### src/rtl/cx_pkg.sv
`timescale 1ns/1ps
package cx_pkg;
  localparam int unsigned PG_SH  = 12;             // 4 KB pages and tables
  localparam int unsigned TBL_SH = 20;             // 1 MB per table
  localparam int unsigned IDX_W  = TBL_SH - PG_SH; // data slots index width
  localparam int unsigned SLOT_W = PG_SH - 3;      // 64-bit slots per table
  localparam logic [SLOT_W-1:0] SLOT_PREV = SLOT_W'(510);
  localparam logic [SLOT_W-1:0] SLOT_NEXT = SLOT_W'(511);

  typedef enum logic [1:0] {W_IDLE, W_STEP, W_ENT, W_LINK} walk_st_e;

  // byte offset of a slot within its table
  function automatic logic [PG_SH-1:0] slot_byte(input logic [SLOT_W-1:0] slot);
    return {slot, 3'b000};
  endfunction

  // data pointers live in the lower half of the table
  function automatic logic [SLOT_W-1:0] data_slot(input logic [IDX_W-1:0] idx);
    return {1'b0, idx};
  endfunction

  function automatic logic entry_ok(input logic [63:0] ent);
    return ent[0];
  endfunction
endpackage

### src/rtl/cx_page_cache.sv
`timescale 1ns/1ps
module cx_page_cache #(
  parameter int unsigned PW = 28
) (
  input  logic          clk,
  input  logic          rst_n,
  input  logic          en,
  input  logic [PW-1:0] look_pn,
  output logic          hit,
  output logic [PW-1:0] hit_pg,
  input  logic          fill,
  input  logic [PW-1:0] fill_pn,
  input  logic [PW-1:0] fill_pg
);
  logic          held_v;
  logic [PW-1:0] held_pn;
  logic [PW-1:0] held_pg;

  assign hit    = held_v && (look_pn == held_pn);
  assign hit_pg = held_pg;

  always_ff @(posedge clk) begin
    if (!rst_n) begin
      held_v  <= 1'b0;
      held_pn <= '0;
      held_pg <= '0;
    end else if (!en) begin
      held_v <= 1'b0;
    end else if (fill) begin
      held_v  <= 1'b1;
      held_pn <= fill_pn;
      held_pg <= fill_pg;
    end
  end
endmodule

### src/rtl/cx_walker.sv
`timescale 1ns/1ps
module cx_walker
  import cx_pkg::*;
#(
  parameter int unsigned AW = 40
) (
  input  logic                 clk,
  input  logic                 rst_n,
  input  logic                 en,
  input  logic                 start,
  input  logic [AW-TBL_SH-1:0] tgt_tbl,
  input  logic [IDX_W-1:0]     tgt_idx,
  input  logic [AW-1:0]        tbl_base,
  output logic                 mem_req,
  output logic [AW-1:0]        mem_addr,
  input  logic                 mem_rvalid,
  input  logic [63:0]          mem_rdata,
  output logic                 busy,
  output logic                 done,
  output logic                 done_fault,
  output logic [AW-PG_SH-1:0]  done_page
);
  localparam int unsigned TW = AW - TBL_SH;
  localparam int unsigned PW = AW - PG_SH;
  localparam logic [TW-1:0] T_ONE = TW'(1);

  walk_st_e      st;
  logic          cur_v;
  logic          fwd_ok;
  logic          dir_up;
  logic [TW-1:0] cur_tbl;
  logic [TW-1:0] want_tbl;
  logic [PW-1:0] cur_pg;
  logic [IDX_W-1:0] want_idx;
  logic          on_target, go_next, go_prev, rd_ok;
  logic          unused_rd;

  assign unused_rd = ^{mem_rdata[63:AW], mem_rdata[PG_SH-1:1], tbl_base[PG_SH-1:0]};

  assign on_target = cur_v && (want_tbl == cur_tbl);
  assign go_next   = cur_v && ((want_tbl == cur_tbl + T_ONE) ||
                               (fwd_ok && (want_tbl > cur_tbl)));
  assign go_prev   = cur_v && (want_tbl + T_ONE == cur_tbl);
  assign rd_ok     = entry_ok(mem_rdata);

  assign busy       = (st != W_IDLE);
  assign done       = mem_rvalid && ((st == W_ENT) || ((st == W_LINK) && !rd_ok));
  assign done_fault = (st == W_LINK) || !rd_ok;
  assign done_page  = mem_rdata[AW-1:PG_SH];

  always_ff @(posedge clk) begin
    if (!rst_n) begin
      st       <= W_IDLE;
      cur_v    <= 1'b0;
      fwd_ok   <= 1'b0;
      dir_up   <= 1'b0;
      cur_tbl  <= '0;
      want_tbl <= '0;
      cur_pg   <= '0;
      want_idx <= '0;
      mem_req  <= 1'b0;
      mem_addr <= '0;
    end else begin
      mem_req <= 1'b0;
      unique case (st)
        W_IDLE: begin
          if (!en) cur_v <= 1'b0;
          if (start) begin
            st       <= W_STEP;
            want_tbl <= tgt_tbl;
            want_idx <= tgt_idx;
            fwd_ok   <= 1'b0;
          end
        end
        W_STEP: begin
          if (on_target) begin
            mem_req  <= 1'b1;
            mem_addr <= {cur_pg, slot_byte(data_slot(want_idx))};
            st       <= W_ENT;
          end else if (go_next) begin
            mem_req  <= 1'b1;
            mem_addr <= {cur_pg, slot_byte(SLOT_NEXT)};
            dir_up   <= 1'b1;
            st       <= W_LINK;
          end else if (go_prev) begin
            mem_req  <= 1'b1;
            mem_addr <= {cur_pg, slot_byte(SLOT_PREV)};
            dir_up   <= 1'b0;
            st       <= W_LINK;
          end else begin
            cur_v   <= 1'b1;
            cur_tbl <= '0;
            cur_pg  <= tbl_base[AW-1:PG_SH];
            fwd_ok  <= 1'b1;
          end
        end
        W_ENT: begin
          if (mem_rvalid) st <= W_IDLE;
        end
        W_LINK: begin
          if (mem_rvalid) begin
            if (rd_ok) begin
              cur_pg  <= mem_rdata[AW-1:PG_SH];
              cur_tbl <= dir_up ? cur_tbl + T_ONE : cur_tbl - T_ONE;
              st      <= W_STEP;
            end else begin
              st <= W_IDLE;
            end
          end
        end
        default: st <= W_IDLE;
      endcase
    end
  end
endmodule

### src/rtl/chain_xlate.sv
`timescale 1ns/1ps
module chain_xlate
  import cx_pkg::*;
#(
  parameter int unsigned AW = 40
) (
  input  logic          clk,
  input  logic          rst_n,
  input  logic          cfg_enable,
  input  logic          cfg_translate,
  input  logic [AW-1:0] cfg_table_base,
  input  logic [AW-1:0] cfg_in_base,
  output logic          status_ready,
  output logic          fault_sticky,
  input  logic          req_valid,
  output logic          req_ready,
  input  logic [AW-1:0] req_addr,
  output logic          rsp_valid,
  output logic [AW-1:0] rsp_addr,
  output logic          rsp_fault,
  output logic          mem_req,
  output logic [AW-1:0] mem_addr,
  input  logic          mem_rvalid,
  input  logic [63:0]   mem_rdata
);
  localparam int unsigned PW = AW - PG_SH;

  logic [AW-1:0]    in_off;
  logic             below, fire, pg_hit, w_start, w_busy, w_done, w_fault, flt_ev;
  logic [PW-1:0]    hit_pg, w_page, pn_q;
  logic [PG_SH-1:0] lo_q;

  assign in_off       = req_addr - cfg_in_base;
  assign below        = req_addr < cfg_in_base;
  assign status_ready = !w_busy;
  assign req_ready    = cfg_enable && status_ready;
  assign fire         = req_valid && req_ready;
  assign w_start      = fire && cfg_translate && !below && !pg_hit;
  assign flt_ev       = (fire && cfg_translate && below) || (w_done && w_fault);

  cx_walker #(.AW(AW)) u_walk (
    .clk        (clk),
    .rst_n      (rst_n),
    .en         (cfg_enable),
    .start      (w_start),
    .tgt_tbl    (in_off[AW-1:TBL_SH]),
    .tgt_idx    (in_off[TBL_SH-1:PG_SH]),
    .tbl_base   (cfg_table_base),
    .mem_req    (mem_req),
    .mem_addr   (mem_addr),
    .mem_rvalid (mem_rvalid),
    .mem_rdata  (mem_rdata),
    .busy       (w_busy),
    .done       (w_done),
    .done_fault (w_fault),
    .done_page  (w_page)
  );

  cx_page_cache #(.PW(PW)) u_pc (
    .clk     (clk),
    .rst_n   (rst_n),
    .en      (cfg_enable),
    .look_pn (in_off[AW-1:PG_SH]),
    .hit     (pg_hit),
    .hit_pg  (hit_pg),
    .fill    (w_done && !w_fault),
    .fill_pn (pn_q),
    .fill_pg (w_page)
  );

  always_ff @(posedge clk) begin
    if (!rst_n) begin
      rsp_valid    <= 1'b0;
      rsp_addr     <= '0;
      rsp_fault    <= 1'b0;
      fault_sticky <= 1'b0;
      pn_q         <= '0;
      lo_q         <= '0;
    end else begin
      rsp_valid <= 1'b0;
      rsp_fault <= 1'b0;
      if (fire) begin
        pn_q <= in_off[AW-1:PG_SH];
        lo_q <= in_off[PG_SH-1:0];
        if (!cfg_translate) begin
          rsp_valid <= 1'b1;
          rsp_addr  <= req_addr;
        end else if (below) begin
          rsp_valid <= 1'b1;
          rsp_fault <= 1'b1;
          rsp_addr  <= '0;
        end else if (pg_hit) begin
          rsp_valid <= 1'b1;
          rsp_addr  <= {hit_pg, in_off[PG_SH-1:0]};
        end
      end
      if (w_done) begin
        rsp_valid <= 1'b1;
        rsp_fault <= w_fault;
        rsp_addr  <= w_fault ? '0 : {w_page, lo_q};
      end
      if (flt_ev)           fault_sticky <= 1'b1;
      else if (!cfg_enable) fault_sticky <= 1'b0;
    end
  end
endmodule

### config.mk
export PLATFORM = sky130hd
export DESIGN_NAME = chain_xlate
export DESIGN_NICKNAME = d
export VERILOG_FILES = /design/src/rtl/cx_pkg.sv /design/src/rtl/cx_page_cache.sv /design/src/rtl/cx_walker.sv /design/src/rtl/chain_xlate.sv
export SDC_FILE = /design/constraint.sdc
export NUM_CORES = 1
export LEC_CHECK = 0
export BUFFER_PORTS_ARGS = -buffer_cell sky130_fd_sc_hd__buf_4
export CORE_ASPECT_RATIO = 0.75
export CORE_MARGIN = 1
export CORE_UTILIZATION = 55
export DETAILED_ROUTE_END_ITERATION = 16
export PLACE_DENSITY = 0.78
export SLEW_MARGIN = 20
export SYNTH_ARGS = -nofsm -noshare
export SYNTH_HDL_FRONTEND = slang
export SYNTH_SLANG_ARGS = --single-unit
### constraint.sdc
create_clock -name clk -period 11.3 [get_ports clk]
set_clock_uncertainty 0.1 [all_clocks]
set_input_delay 1.695 -clock clk [delete_from_list [all_inputs] [get_ports clk]]
set_output_delay 1.695 -clock clk [all_outputs]
set_load 0.03 [all_outputs]
==> run summary <==
FINISH
---------------------------------------------------------------------------------
Post-Layout Inst Area                                                 0.01946 mm2
Filler cell count                                                           2,657
Leading cell type in the layout, fill and taps excluded              sky130_fd_sc_hd__nand2_1
Antenna diode instance count                                                    0
Highest-count cells in the layout ignoring fill and taps             sky130_fd_sc_hd__nand2_1, sky130_fd_sc_hd__dfxtp_1, sky130_fd_sc_hd__buf_4
Footprint of the multi-input gates                                    0.01066 mm2
Area taken by flip-flops and latches                                 0.005185 mm2
Non-filler instance count after layout                                      2,781
Fraction of final layout cells with drive strength greater than 1          0.1608
Number of nets in the finished design                                       2,615
Synthesis-to-finish area growth                                            14.87%

TIMING
---------------------------------------------------------------------------------
Unrepaired setup endpoints after global routing                                no
Slew of the pin with the lowest slew margin                             0.9898 ns
Period Utilization, post-route                                             0.5569
Remaining max-slew budget at the tightest pin                              0.3401
Time the final worst path needs with I/O delays and setup                6.293 ns
Final hold violations                                                           0
Final max-slew violation count                                                  0
Sum of negative setup slack                                                  0 ns
Achievable Freq                                                         158.9 MHz
Final setup fails                                                               0

FLOORPLAN
---------------------------------------------------------------------------------
Initial core utilization                                                   0.5608
Row count                                                                      55
Die extent in x                                                          204.7 um
Die Footprint                                                         0.03151 mm2
Top-Level Pins                                                                276
Vert. Die Dim                                                            154.0 um
Core Area                                                             0.03021 mm2

SETUP PATH
---------------------------------------------------------------------------------
Slowest cell on the critical path                                    sky130_fd_sc_hd__buf_4
Cell family with most CP delay                                       compound AO/OA/AOI/OAI gates
Critical path startpoint category                                      input port
Worst reg-to-reg path cell count                                               12
CP Data Required Time                                                    11.68 ns
Critical path arrival                                                     6.67 ns
Total stage count of the critical path                                         15
Top fanout value on the critical path                                          71
Number of buffers and inverters on the critical path                            2
CP max stage delay                                                        0.72 ns
Crit-path cells                                                      buf_4 > ha_1 > fa_1 > nand2b_1 > a21oi_2 > o21ai_1 > a211oi_1 > nor3_1 > xnor2_1 > xor2_1 > or4_1 > nor4_4 > buf_4 > mux2_2 > a211oi_1
Worst setup path class                                               input port to flop
Type of element capturing the critical path                                  flop

CLOCK TREE
---------------------------------------------------------------------------------
Number of buffers created by CTS                                               27
Number of setup buffers added after CTS                                         0
CTS tree                                                                     done
Clock-pin slew on the worst setup and hold paths                          0.07 ns
H-tree depth reported by CTS                                                    1
Maximum number of buffers from clock root to sink                               3
Clock Root Buffer                                                    sky130_fd_sc_hd__clkbuf_16
Count of hold buffers inserted by post-cts repair                               0
Latest clock arrival within the worst-skew pair                           0.58 ns
Clock sink total                                                              259
Number of resized instances in the post-cts repair step                         0

GLOBAL ROUTE
---------------------------------------------------------------------------------
Initial antenna violation count                                                 1
Maximum number of pins on one net before global-route repair                   96
First-pass GRT wire length                                               90.40 mm
Total global-route track usage                                             0.3629
Via count of the first global-routing pass                                 16,360
GR Overflow Total                                                               0

POWER AND IR DROP
---------------------------------------------------------------------------------
Peak ir drop on the vdd network                                         0.1309 mV
Int Pwr                                                                0.001688 W
Switching portion of total power                                           0.3127
Power per Cell Area                                                  126.2 mW/mm2
Reported leakage power                                                   8.089 nW
Power spent charging and discharging nets                             0.0007681 W
Clk network pwr share                                                       0.389
Fraction of power consumed by sequential logic                              0.394
Combinational share of power                                                0.217

SYNTH
---------------------------------------------------------------------------------
Syn avg cell area                                                       7.513 um2
Leading area contributor after synthesis                             sky130_fd_sc_hd__dfxtp_1
Fraction of synthesis flops using an asynchronous set or reset pin              0
Number of standard cells after synthesis                                    2,255
Flip-flop and latch count after synthesis                                     259
Most used flip-flop cell after synthesis                             sky130_fd_sc_hd__dfxtp_1
Main area contributors after synthesis                               sky130_fd_sc_hd__dfxtp_1, sky130_fd_sc_hd__nand2_1, sky130_fd_sc_hd__a21oi_1
Number of synthesized flops with an enable pin                                  0
Number of unique standard cell types used by synthesis                        100
Count of synthesis-stage warnings from yosys                                    0
Post-Synthesis Cell Area                                              0.01694 mm2
Part of the Yosys area used for sequential elements                        0.3061
Top cell type's share of synthesized area                                  0.3061

DRT
---------------------------------------------------------------------------------
Routed via count                                                           17,760
Detailed-route wire length per cell                                      21.11 um
Wire length on met2                                                      24.20 mm
DRT Pass-1 Iters                                                                6
Number of routed nets with antenna violations                                   0
M1 wire length                                                           25.17 mm
Ratio of routed vias to standard cells                                      6.386
Total met3 wirelength after detailed routing                             7.192 mm
Remaining routing DRC violations                                                0
Detailed-route wire length                                               58.70 mm
Initial DRC Count                                                           2,118
Top layer used by detailed routing                                           met5

PLACE
---------------------------------------------------------------------------------
HPWL Detailed                                                            43.09 mm
Number of buffers added on ports                                              225
Routability congestion estimate from global placement                       1.003
Total instance count after detailed placement                               2,731
Instance area at placement                                            0.01851 mm2

RUN
---------------------------------------------------------------------------------
Number of maximum-capacitance constraint violations                             0

HOLD PATH
---------------------------------------------------------------------------------
Hold Crit Class                                                      flop to flop
Hold Crit Depth                                                                 2

STATUS
---------------------------------------------------------------------------------
Outcome                                                              finished, final reports clean

power by group through the flow:
| stage | Sequential [W] | Clock, W | Combinational (W) |
|---|---|---|---|
| final | 0.000968 | 0.000954 | 0.000534 |
| after global routing | 0.000971 | 0.000996 | 0.000568 |
| after CTS | 0.000967 | 0.000959 | 0.000518 |
| after detailed placement | 0.000987 | 0 | 0.000515 |
| after global placement | 0.000985 | 0 | 0.000508 |
| after floorplan | 0.00100 | 0 | 0.000320 |
area by class of cell:
cell class	instances	share of cell area
Sequential cell	259	0.2664
Multi-Input combinational cell	1737	0.5476
Clock inverter	15	0.009001
Clock buffer	35	0.03935
Timing Repair Buffer	243	0.09393
Inverter	93	0.01807
Tap cell	399	0.02565
per-stage QoR:
stage                     hold slack, ns  power (W)    util  setup WS, ns
after CTS                         0.3516   0.002444  0.6439         5.172
after global routing              0.3724   0.002535  0.6442         4.811
final                             0.3501   0.002456  0.6442         5.007
after detailed placement          0.3431   0.001502  0.6128         4.620
after floorplan                   0.3321   0.001323       -         5.923
after global placement            0.3358   0.001494  0.6128         4.749
kinds of logic after synthesis:
logic type | count (synthesis) | synth area share
AND/OR/NAND/NOR | 883 | 0.2394
XOR/XNOR | 96 | 0.05325
flip-flops | 259 | 0.3061
AO/OA/AOI/OAI | 646 | 0.2565
multiplexers | 45 | 0.02873
buffers and inverters | 261 | 0.06809
other | 1 | 0.0002214
adder cells (fa/ha/maj) | 64 | 0.04771
worst paths after layout:
check	from	endpoint	slack (ns)
min	pn_q[10]	u_pc.held_pn[10]	0.35
max reg2reg	u_pc.held_pn[26]	rsp_addr[18]	6.82
min reg2reg	pn_q[10]	u_pc.held_pn[10]	0.35
max	cfg_in_base[0]	rsp_addr[18]	5.01
registers in the layout, summed over array words and instances (netlist names):
name / count
u_walk.mem_req: 1
pn_q: 28
lo_q: 12
u_pc.held_pn: 28
u_walk.want_idx: 8
u_pc.held_v: 1
rsp_fault: 1
u_walk.fwd_ok: 1
fault_sticky: 1
u_walk.st: 2
u_walk.dir_up: 1
u_pc.hit_pg: 28
u_walk.mem_addr: 37
u_walk.cur_pg: 28
u_walk.cur_v: 1
u_walk.cur_tbl: 20
u_walk.want_tbl: 20
rsp_addr: 40
rsp_valid: 1
synth_stat cells (11+ instances only):
library cell	number
sky130_fd_sc_hd__mux2i_1	16
sky130_fd_sc_hd__nand2b_1	13
sky130_fd_sc_hd__o211ai_1	13
sky130_fd_sc_hd__buf_1	11
sky130_fd_sc_hd__clkbuf_1	110
sky130_fd_sc_hd__xnor2_1	54
sky130_fd_sc_hd__a21o_1	23
sky130_fd_sc_hd__inv_1	92
sky130_fd_sc_hd__buf_2	26
sky130_fd_sc_hd__dfxtp_1	259
sky130_fd_sc_hd__a31oi_1	23
sky130_fd_sc_hd__nor3_1	26
sky130_fd_sc_hd__o21ai_1	23
sky130_fd_sc_hd__a221oi_2	14
sky130_fd_sc_hd__o211a_1	29
sky130_fd_sc_hd__nor2b_1	11
sky130_fd_sc_hd__mux2_2	28
sky130_fd_sc_hd__nand2_1	429
sky130_fd_sc_hd__xor2_1	38
sky130_fd_sc_hd__a221oi_1	12
sky130_fd_sc_hd__nor4_1	12
sky130_fd_sc_hd__a211oi_1	46
sky130_fd_sc_hd__a21oi_1	233
sky130_fd_sc_hd__and3_1	16
sky130_fd_sc_hd__nor2_1	159
sky130_fd_sc_hd__nand3_1	85
sky130_fd_sc_hd__and2_1	17
sky130_fd_sc_hd__buf_6	14
sky130_fd_sc_hd__o21ai_0	107
sky130_fd_sc_hd__nand3b_1	30
sky130_fd_sc_hd__ha_1	63
sky130_fd_sc_hd__a221o_1	29
sky130_fd_sc_hd__nand4_1	36
per-layer routing:
metal,global-route usage,up-vias
li1,-,8215
met1,0.5176,8476
met2,0.5248,941
met3,0.09220,126
met4,0.1233,2
met5,0,-
tightest hold or removal path, cell delays in order, from the launching register on:
cell and delay (ns):
sky130_fd_sc_hd__dfxtp_1 0.31, sky130_fd_sc_hd__nand2_1 0.05, sky130_fd_sc_hd__a21oi_1 0.05
Power figures use the tool's default switching activity.
